## src/rtl/fuse_ctrl_pkg.sv

```systemverilog
package fuse_ctrl_pkg;
   typedef enum logic [1:0] {PH_IDLE, PH_RELAX_A, PH_STROBE, PH_RELAX_B} phase_e;

   localparam logic [15:0] UNLOCK_KEY = 16'h3e77;
   localparam int          WORDS_PER_BANK = 8;

   localparam logic [2:0] OFS_CTRL     = 3'd0;
   localparam logic [2:0] OFS_CTRL_SET = 3'd1;
   localparam logic [2:0] OFS_CTRL_CLR = 3'd2;
   localparam logic [2:0] OFS_TIMING   = 3'd3;
   localparam logic [2:0] OFS_SENSE    = 3'd4;
   localparam logic [2:0] OFS_RDATA    = 3'd5;
   localparam logic [2:0] OFS_PDATA    = 3'd6;

   localparam int BIT_BUSY = 8;
   localparam int BIT_ERR  = 9;
endpackage

```

## src/rtl/fuse_phase_timer.sv

```systemverilog
module fuse_phase_timer
   import fuse_ctrl_pkg::*;
#(
   parameter int RELAX_W  = 4,
   parameter int STROBE_W = 12
) (
   input  logic                clk,
   input  logic                rst_n,
   input  logic                start,
   input  logic [RELAX_W-1:0]  relax_len,
   input  logic [STROBE_W-1:0] strobe_len,
   output logic                busy,
   output logic                strobe_end,
   output logic                op_end
);
   phase_e              phase;
   logic [STROBE_W-1:0] cnt;
   logic [STROBE_W-1:0] relax_hold;
   logic [STROBE_W-1:0] strobe_hold;
   logic                cnt_zero;

   if (STROBE_W < RELAX_W) begin : g_bad_width
      $error("fuse_phase_timer: STROBE_W must be at least RELAX_W");
   end

   assign cnt_zero = (cnt == '0);

   always_ff @(posedge clk or negedge rst_n) begin
      if (!rst_n) begin
         phase       <= PH_IDLE;
         cnt         <= '0;
         relax_hold  <= '0;
         strobe_hold <= '0;
      end else begin
         case (phase)
            PH_IDLE: if (start) begin
               phase       <= PH_RELAX_A;
               cnt         <= STROBE_W'(relax_len);
               relax_hold  <= STROBE_W'(relax_len);
               strobe_hold <= strobe_len;
            end
            PH_RELAX_A: if (cnt_zero) begin
               phase <= PH_STROBE;
               cnt   <= strobe_hold;
            end else cnt <= cnt - 1'b1;
            PH_STROBE: if (cnt_zero) begin
               phase <= PH_RELAX_B;
               cnt   <= relax_hold;
            end else cnt <= cnt - 1'b1;
            PH_RELAX_B: if (cnt_zero) phase <= PH_IDLE;
                        else          cnt   <= cnt - 1'b1;
            default: phase <= PH_IDLE;
         endcase
      end
   end

   assign busy       = (phase != PH_IDLE);
   assign strobe_end = (phase == PH_STROBE)  && cnt_zero;
   assign op_end     = (phase == PH_RELAX_B) && cnt_zero;
endmodule

```

## src/rtl/fuse_store.sv

```systemverilog
module fuse_store #(
   parameter int WORDS  = 32,
   parameter int DATA_W = 32,
   localparam int ADDR_W = (WORDS > 1) ? $clog2(WORDS) : 1
) (
   input  logic              clk,
   input  logic              rst_n,
   input  logic [ADDR_W-1:0] op_addr,
   input  logic              burn_en,
   input  logic [DATA_W-1:0] burn_data,
   output logic [DATA_W-1:0] cur_word
);
   logic [DATA_W-1:0] cells [WORDS];

   for (genvar g = 0; g < WORDS; g++) begin : g_cell
      always_ff @(posedge clk or negedge rst_n) begin
         if (!rst_n)
            cells[g] <= '0;
         else if (burn_en && (op_addr == ADDR_W'(g)))
            cells[g] <= cells[g] | burn_data;
      end
   end

   assign cur_word = cells[op_addr];
endmodule

```

## src/rtl/fuse_word_ctrl.sv

```systemverilog
module fuse_word_ctrl
   import fuse_ctrl_pkg::*;
#(
   parameter int          BANKS      = 4,
   parameter logic [31:0] TIMING_RST = 32'h0002_1004
) (
   input  logic        clk,
   input  logic        rst_n,
   input  logic        bus_sel,
   input  logic        bus_wr,
   input  logic [2:0]  bus_addr,
   input  logic [31:0] bus_wdata,
   output logic [31:0] bus_rdata
);
   localparam int WORDS   = BANKS * WORDS_PER_BANK;
   localparam int ADDR_W  = (WORDS > 1) ? $clog2(WORDS) : 1;
   localparam int RELAX_W = 4;
   localparam int SRD_W   = 6;
   localparam int SPRG_W  = 12;

   if (BANKS < 1 || BANKS > 16) begin : g_bad_banks
      $error("fuse_word_ctrl: BANKS must lie in 1..16");
   end

   logic [15:0]        unlock_q;
   logic [6:0]         addr_q;
   logic               err_q;
   logic [SRD_W-1:0]   srd_q;
   logic [RELAX_W-1:0] relax_q;
   logic [SPRG_W-1:0]  sprg_q;
   logic [31:0]        rdata_q;
   logic [31:0]        pdata_q;
   logic [ADDR_W-1:0]  op_addr_q;
   logic               op_prog_q;

   logic wr, wr_ctrl, wr_set, wr_clr, wr_tim, clr_err;
   logic sense_req, prog_req, req, addr_ok, key_ok, reject, accept;
   logic busy, strobe_end, op_end;
   logic [SPRG_W-1:0] strobe_sel;
   logic [31:0] cur_word;

   assign wr        = bus_sel && bus_wr;
   assign wr_ctrl   = wr && (bus_addr == OFS_CTRL);
   assign wr_set    = wr && (bus_addr == OFS_CTRL_SET);
   assign wr_clr    = wr && (bus_addr == OFS_CTRL_CLR);
   assign wr_tim    = wr && (bus_addr == OFS_TIMING);
   assign clr_err   = wr_clr && bus_wdata[BIT_ERR];
   assign sense_req = wr && (bus_addr == OFS_SENSE) && bus_wdata[0];
   assign prog_req  = wr && (bus_addr == OFS_PDATA);
   assign req       = sense_req || prog_req;
   assign addr_ok   = int'(addr_q) < WORDS;
   assign key_ok    = (unlock_q == UNLOCK_KEY);
   assign reject    = req && (busy || !addr_ok || (prog_req && !key_ok));
   assign accept    = req && !reject;
   assign strobe_sel = prog_req ? sprg_q : SPRG_W'(srd_q);

   fuse_phase_timer #(.RELAX_W(RELAX_W), .STROBE_W(SPRG_W)) u_timer (
      .clk        (clk),
      .rst_n      (rst_n),
      .start      (accept),
      .relax_len  (relax_q),
      .strobe_len (strobe_sel),
      .busy       (busy),
      .strobe_end (strobe_end),
      .op_end     (op_end)
   );

   fuse_store #(.WORDS(WORDS), .DATA_W(32)) u_store (
      .clk       (clk),
      .rst_n     (rst_n),
      .op_addr   (op_addr_q),
      .burn_en   (strobe_end && op_prog_q),
      .burn_data (pdata_q),
      .cur_word  (cur_word)
   );

   always_ff @(posedge clk or negedge rst_n) begin
      if (!rst_n) begin
         unlock_q <= '0;
         addr_q   <= '0;
      end else begin
         if (wr_ctrl && !busy) begin
            unlock_q <= bus_wdata[31:16];
            addr_q   <= bus_wdata[6:0];
         end else if (wr_set && !busy) begin
            unlock_q <= unlock_q | bus_wdata[31:16];
            addr_q   <= addr_q | bus_wdata[6:0];
         end else if (wr_clr) begin
            unlock_q <= unlock_q & ~bus_wdata[31:16];
            addr_q   <= addr_q & ~bus_wdata[6:0];
         end
         if (op_end && op_prog_q) unlock_q <= '0;
      end
   end

   always_ff @(posedge clk or negedge rst_n) begin
      if (!rst_n)       err_q <= 1'b0;
      else if (reject)  err_q <= 1'b1;
      else if (clr_err) err_q <= 1'b0;
   end

   always_ff @(posedge clk or negedge rst_n) begin
      if (!rst_n) begin
         srd_q   <= TIMING_RST[21:16];
         relax_q <= TIMING_RST[15:12];
         sprg_q  <= TIMING_RST[11:0];
      end else if (wr_tim) begin
         srd_q   <= bus_wdata[21:16];
         relax_q <= bus_wdata[15:12];
         sprg_q  <= bus_wdata[11:0];
      end
   end

   always_ff @(posedge clk or negedge rst_n) begin
      if (!rst_n) begin
         op_addr_q <= '0;
         op_prog_q <= 1'b0;
         pdata_q   <= '0;
         rdata_q   <= '0;
      end else begin
         if (accept) begin
            op_addr_q <= addr_q[ADDR_W-1:0];
            op_prog_q <= prog_req;
            pdata_q   <= bus_wdata;
         end
         if (strobe_end && !op_prog_q) rdata_q <= cur_word;
      end
   end

   always_comb begin
      bus_rdata = '0;
      if (bus_sel) begin
         case (bus_addr)
            OFS_CTRL, OFS_CTRL_SET, OFS_CTRL_CLR:
               bus_rdata = {unlock_q, 6'd0, err_q, busy, 1'b0, addr_q};
            OFS_TIMING: bus_rdata = {10'd0, srd_q, relax_q, sprg_q};
            OFS_RDATA:  bus_rdata = rdata_q;
            default:    bus_rdata = '0;
         endcase
      end
   end
endmodule

```

## config.mk

```make
export PLATFORM = sky130hd
export DESIGN_NAME = fuse_word_ctrl
export DESIGN_NICKNAME = d
export VERILOG_FILES = /design/src/rtl/fuse_ctrl_pkg.sv /design/src/rtl/fuse_phase_timer.sv /design/src/rtl/fuse_store.sv /design/src/rtl/fuse_word_ctrl.sv
export SDC_FILE = /design/constraint.sdc
export NUM_CORES = 2
export LEC_CHECK = 0
export BUFFER_PORTS_ARGS = -buffer_cell sky130_fd_sc_hd__buf_2
export CAP_MARGIN = 20
export CORE_UTILIZATION = 58
export CTS_CLUSTER_SIZE = 25
export DETAILED_ROUTE_END_ITERATION = 16
export PLACE_DENSITY = 0.84
export SLEW_MARGIN = 0
export SYNTH_ARGS = -nofsm -noshare
export SYNTH_HDL_FRONTEND = slang
export SYNTH_SLANG_ARGS = --single-unit
```

## constraint.sdc

```tcl
create_clock -name clk -period 2.82 [get_ports clk]
set_input_delay 0.564 -clock clk [delete_from_list [all_inputs] [get_ports clk]]
set_output_delay 0.564 -clock clk [all_outputs]
set_load 0.05 [all_outputs]
```

# Word-level counts from Yosys, hierarchy flattened
# Index checks and enable logic that the tools add are counted.
# word_totals
regBits	1170
input_bits	39
wordCells	230
# classes
addsub	1
magnitude_cmp	2
n_bitwise	39
muxes	25
reduce_logical	71
n_eq_ne	46
# op_table
cell	count
OR 32 bit	32
binary-select mux 32 bit (select 5 bit)	1
two-way mux 32 bit	3
case mux 32 bit (3 select lines)	1
== test 5 bit (second input constant)	16
two-way mux 16 bit	4
two-way mux 12 bit	5
logical AND 1 bit	51
case mux 12 bit (4 select lines)	1
== test 5 x 4 -> 1 bit (second input constant)	8
two-way mux 7 bit	3
== test 5 x 3 -> 1 bit (second input constant)	4
AND 16 bit	1
== test 16 x 14 -> 1 bit (second input constant)	1
NOT 16 bit	1
OR 16 bit	1
logical NOT 12 bit	1
subtractor 12 x 1 -> 12 bit (second input constant)	1
== test 5 x 2 -> 1 bit (second input constant)	2
== test 3 bit (second input constant)	3
two-way mux 2 bit	4
case mux 2 bit (4 select lines)	1
AND 7 bit	1
< comparator 7 x 6 -> 1 bit (second input constant)	1
other kinds (23)	37

# Longest topological paths before layout
# logic_depth
depth_word	9
depth_mapped	10
mapped_depth_nobuf	7

# By module
# From an unflattened synthesis, not the netlist that was laid out.
# hier_totals
cells_unflattened	3747
hier_area_um2	50114.3
# by_module_without_submodules
mod	area_each_um2	seq_area_each_um2	instances	cells_per_inst
fuse_store	42453.2	25624.6	1	3056
fuse_word_ctrl	5924.4	2906.5	1	525
fuse_phase_timer	1736.7	750.7	1	166

# Worst setup path after synthesis
# Ideal clock, no wire load.
# synth_timing
path_type	in2out
startpoint	in bus_addr[0]
endpoint	out bus_rdata[20]
stages	7
arrival_ns	2.420
t_required_ns	2.256
n_path_buf	2
slack_ns	-0.164
cell_sequence	clkbuf_1 > clkinv_1 > nor2_1 > clkbuf_1 > a22oi_1 > o22a_1 > nor2_1
# synth_between
elab_chain_len	4
elab_cells_between_ends	8
# synth_lines
element	line	rtl
start: declaration	fuse_word_ctrl.sv:11	input logic [2:0] bus_addr,
== test 3 x 1 -> 1 bit, or another cell as far along	fuse_word_ctrl.sv:133	case (bus_addr)
OR reduction 3 bit	fuse_word_ctrl.sv:133	
case mux 32 bit (3 select lines) (*)	fuse_word_ctrl.sv:133	
two-way mux 32 bit (*)	fuse_word_ctrl.sv:132	if (bus_sel) begin
end: declaration	fuse_word_ctrl.sv:13	output logic [31:0] bus_rdata
# Mark *: on every way between the ends. The rest lies on a longest branch, timed or not.

# Worst setup path after layout
# layout_timing
startpoint	reg u_timer.phase[0]
endpoint	out bus_rdata[8]
# layout_between
elab_chain_len	3
# layout_lines
element	line	rtl
start: declaration	fuse_phase_timer.sv:16	phase_e phase;
start signal: assignment	fuse_phase_timer.sv:30	phase <= PH_IDLE;
start signal: assignment	fuse_phase_timer.sv:37	phase <= PH_RELAX_A;
start signal: assignment	fuse_phase_timer.sv:43	phase <= PH_STROBE;
nonzero test 2 bit	fuse_phase_timer.sv:57	assign busy = (phase != PH_IDLE);
case mux 32 bit (3 select lines)	fuse_word_ctrl.sv:133	
two-way mux 32 bit	fuse_word_ctrl.sv:132	
# Every way passes these cells.

==> results.md <==
* Status: finished clean
* Final wirelength at 143000 microns
* Worst Path Arrival at 2.17 ns
* Async SR Flop Fraction at 1.00
* CTS H-tree depth at 3
* Post-synth net total at 3693
* Vias in the first global route at 35600
* Max IR drop VDD at 707 uV
* TritonCTS buffer count at 112
* # setup viols final at 0
* Hold Path Origin: bus_wdata[27]
* Sequential share of the synthesized area at 0.584
* Relative slew slack at 0.320
* Port bufs at 70
* FILL cells at 5498
* PwrDens at 757 nW/um^2
* Clock Path Buffers at 3
* Synth-to-layout area growth at 13.2%
* Post-synth EDFFs at 0
* Iteration-0 DRC Markers at 4192
* Top-area cell type share of the netlist area at 0.582
* First-pass DRT Iterations at 6
* Area leader, netlist: dfrtp_1
* Comb power frac at 0.174
* Clk pin slew, worst setup/hold paths at 0.07 ns
* Initial Utilization at 0.587
* Crit path largest cell delay at 0.42 ns
* Switching pwr at 0.0130 W
* Die X-Extent at 296 microns
* Worst Tran Pin Value at 1.02 ns
* Die Ht at 296 microns
* CP max stage cell: dfrtp_1
* CTS tree: yes
* DRC at 0
* #FFs+latches synth at 1170
* GPL Wtd Cong at 0.904
* Reg power frac at 0.435
* Critical path class: reg2out
* DPL Wire Length at 86000 microns
* Root buffer cell: clkbuf_16
* Ys Warns at 0
* Total of max-cap violations at 0
* FP Rows at 107
* Nets@finish at 3717
* Die area at 87700 sq um
* Clock Power Share at 0.391
* Worst Path Required at 2.26 ns
* Sw Ratio at 0.302
* Slew Limit Fails at 0
* Achievable Freq at 0.365 GHz
* Top cells by count, synth: 1167 x dfrtp_1, 1033 x a21o_1, 232 x mux4_2
* Mapped Cells at 3647
* Design area at 56800 sq um
* Worst path cell trace: inv_1 > ha_1 > a211oi_1 > a31oi_1 > nor2_1 > buf_2
* Fin Clk Skew at 0.0872 ns
* Most frequent cell after synthesis: dfrtp_1
* Share of layout cells above drive strength 1 at 0.233
* Vias at 34300
* Synth Flop Type: dfrtp_1
* Hold/Removal Path Class: in2reg
* Hold Slack at 0.0769 ns
* Largest net degree at the start of global routing at 125
* Gr ovfl total at 0
* Core area at 85400 sq um
* CP Launch Point: u_timer.phase[0]
* DRT antenna net count at 0
* Final hold viol count at 0
* IO Pins at 71
* Clock latency on the worst-skew pair at 0.74 ns
* CP startpoint kind: register
* First-pass GRT wire length at 220000 microns
* Reg2reg start: op_addr_q[3]
* Vias per cell at 6.97
* Clock sinks at 1170
* Crit Path Max Fanout at 4
* Crit path time final at 2.74 ns
* Leakage power at 34.1 nW
* Initial antenna violation count at 5
* Tcrit/Tclk final at 0.971
* RSZ-0062 raised after global routing: false
* Internal power at 0.0300 W
* Top cells by area, synth: dfrtp_1 58%, a21o_1 15%, mux4_2 10%
* Global Route Usage Sum at 0.335
* Post-CTS Setup Inserts at 0
* Power Total at 0.0430 W
* Yosys cell types at 70
* DR WL/cell at 29.2 microns
* Area of the mapped netlist at 50200 sq um
* Mean area per synthesized cell at 13.8 sq um
* Critical Path End Type: output pin
* Placed Area at 52600 sq um
[through the flow]
stage / util / TNS (ns) / setup slack, ns / instances
6_report: 0.665 / 0 / 0.0812 / 4914
5_1_grt: 0.665 / 0 / 0.0415 / 4913
4_1_cts: 0.665 / 0 / 0.0809 / 4913
3_5_place_dp: 0.616 / 0 / 0.266 / 4700
3_3_place_gp: 0.616 / 0 / 0.291 / 4700
2_1_floorplan: - / -0.0556 / -0.0556 / 3647
[registers in the layout, summed over array words and instances (netlist names), 4 cells and up, named ones only]
| name | cells |
|---|---|
| u_timer.strobe_hold | 12 |
| srd_q | 6 |
| u_timer.relax_hold | 4 |
| op_addr_q | 5 |
| unlock_q | 16 |
| u_timer.cnt | 12 |
| relax_q | 4 |
| pdata_q | 32 |
| rdata_q | 32 |
| u_store.cells | 1024 |
| sprg_q | 12 |
[power groups by stage]
stage          clock network [W]  logic, W  registers, W
4_1_cts                   0.0169   0.00728        0.0186
5_1_grt                   0.0175   0.00792        0.0187
2_1_floorplan                  0   0.00507        0.0183
3_3_place_gp                   0   0.00701        0.0189
6_report                  0.0168   0.00746        0.0187
3_5_place_dp                   0   0.00717        0.0189
[layer usage]
metal	wire length, microns	track usage
met4	7130	0.162
met1	52800	0.443
met2	67200	0.519
met3	16100	0.0904
met5	74	0
[layout by cell type (no fill, tap or decap), drive strengths merged, types with 17 or more instances in the layout]
master  count
a21oi      76
nand2      71
o21ai      74
nand3      29
nor2      106
a22oi      46
dfrtp    1167
buf       279
clkbuf    159
mux4      232
mux2i      74
a21o     1033
nor2b      34
a311oi     17
clkinv     29
o22ai      44
a22o       26
mux2       85
bufinv     20
[what timing repair did]
item / CTS / global route
hold buffers: 1 / 0
gates resized for setup: 0 / 0
hold endpoints to repair: 22 / 0
[cell families (layout without fill, tap and decap cells)]
kind of cell	after synthesis	count (layout)	share of synthesized area
compound gates	1396	1396	0.203
flops	1170	1170	0.584
mux	391	391	0.138
buf+inv	382	504	0.0389
simple gates	299	299	0.0340
fa+ha+maj	7	7	0.00175
xor+xnor	2	2	0.000349
other cells	0	1	0
[cell type report]
| type | count | area (sq um) | area share |
|---|---|---|---|
| clock inverters | 53 | 872 | 0.0154 |
| well taps | 1144 | 1430 | 0.0252 |
| multi-input cells | 2095 | 19100 | 0.336 |
| clock buffers | 159 | 3300 | 0.0581 |
| diodes | 1 | 2.50 | 0.0000441 |
| flip-flops and latches | 1170 | 29300 | 0.516 |
| inverters | 12 | 45.0 | 0.000793 |
| repair buffers | 280 | 2740 | 0.0483 |
[worst max-delay path: cells and delay by family, from the launching register on]
| kind | cells | cell delay, ns |
|---|---|---|
| DFF | 1 | 0.42 |
| AOI/OAI and AO/OA | 2 | 0.29 |
| and+or+nand+nor | 1 | 0.10 |
| adders and majority gates | 1 | 0.27 |
| buffers and inverters | 2 | 0.39 |
[path summary, 6_finish.rpt]
kind	end	slack, ns	cells past startpoint
worst min register to register	u_store.cells[407]	0.45	1
min in group asynchronous	u_store.cells[923]	0.38	2
worst max register to register	rdata_q[18]	0.15	5
worst min-delay path	unlock_q[11]	0.08	2
max in group asynchronous	u_store.cells[124]	1.31	3
worst max-delay path	bus_rdata[8]	0.08	6
No activity file was read; power rests on OpenSTA's default activity.
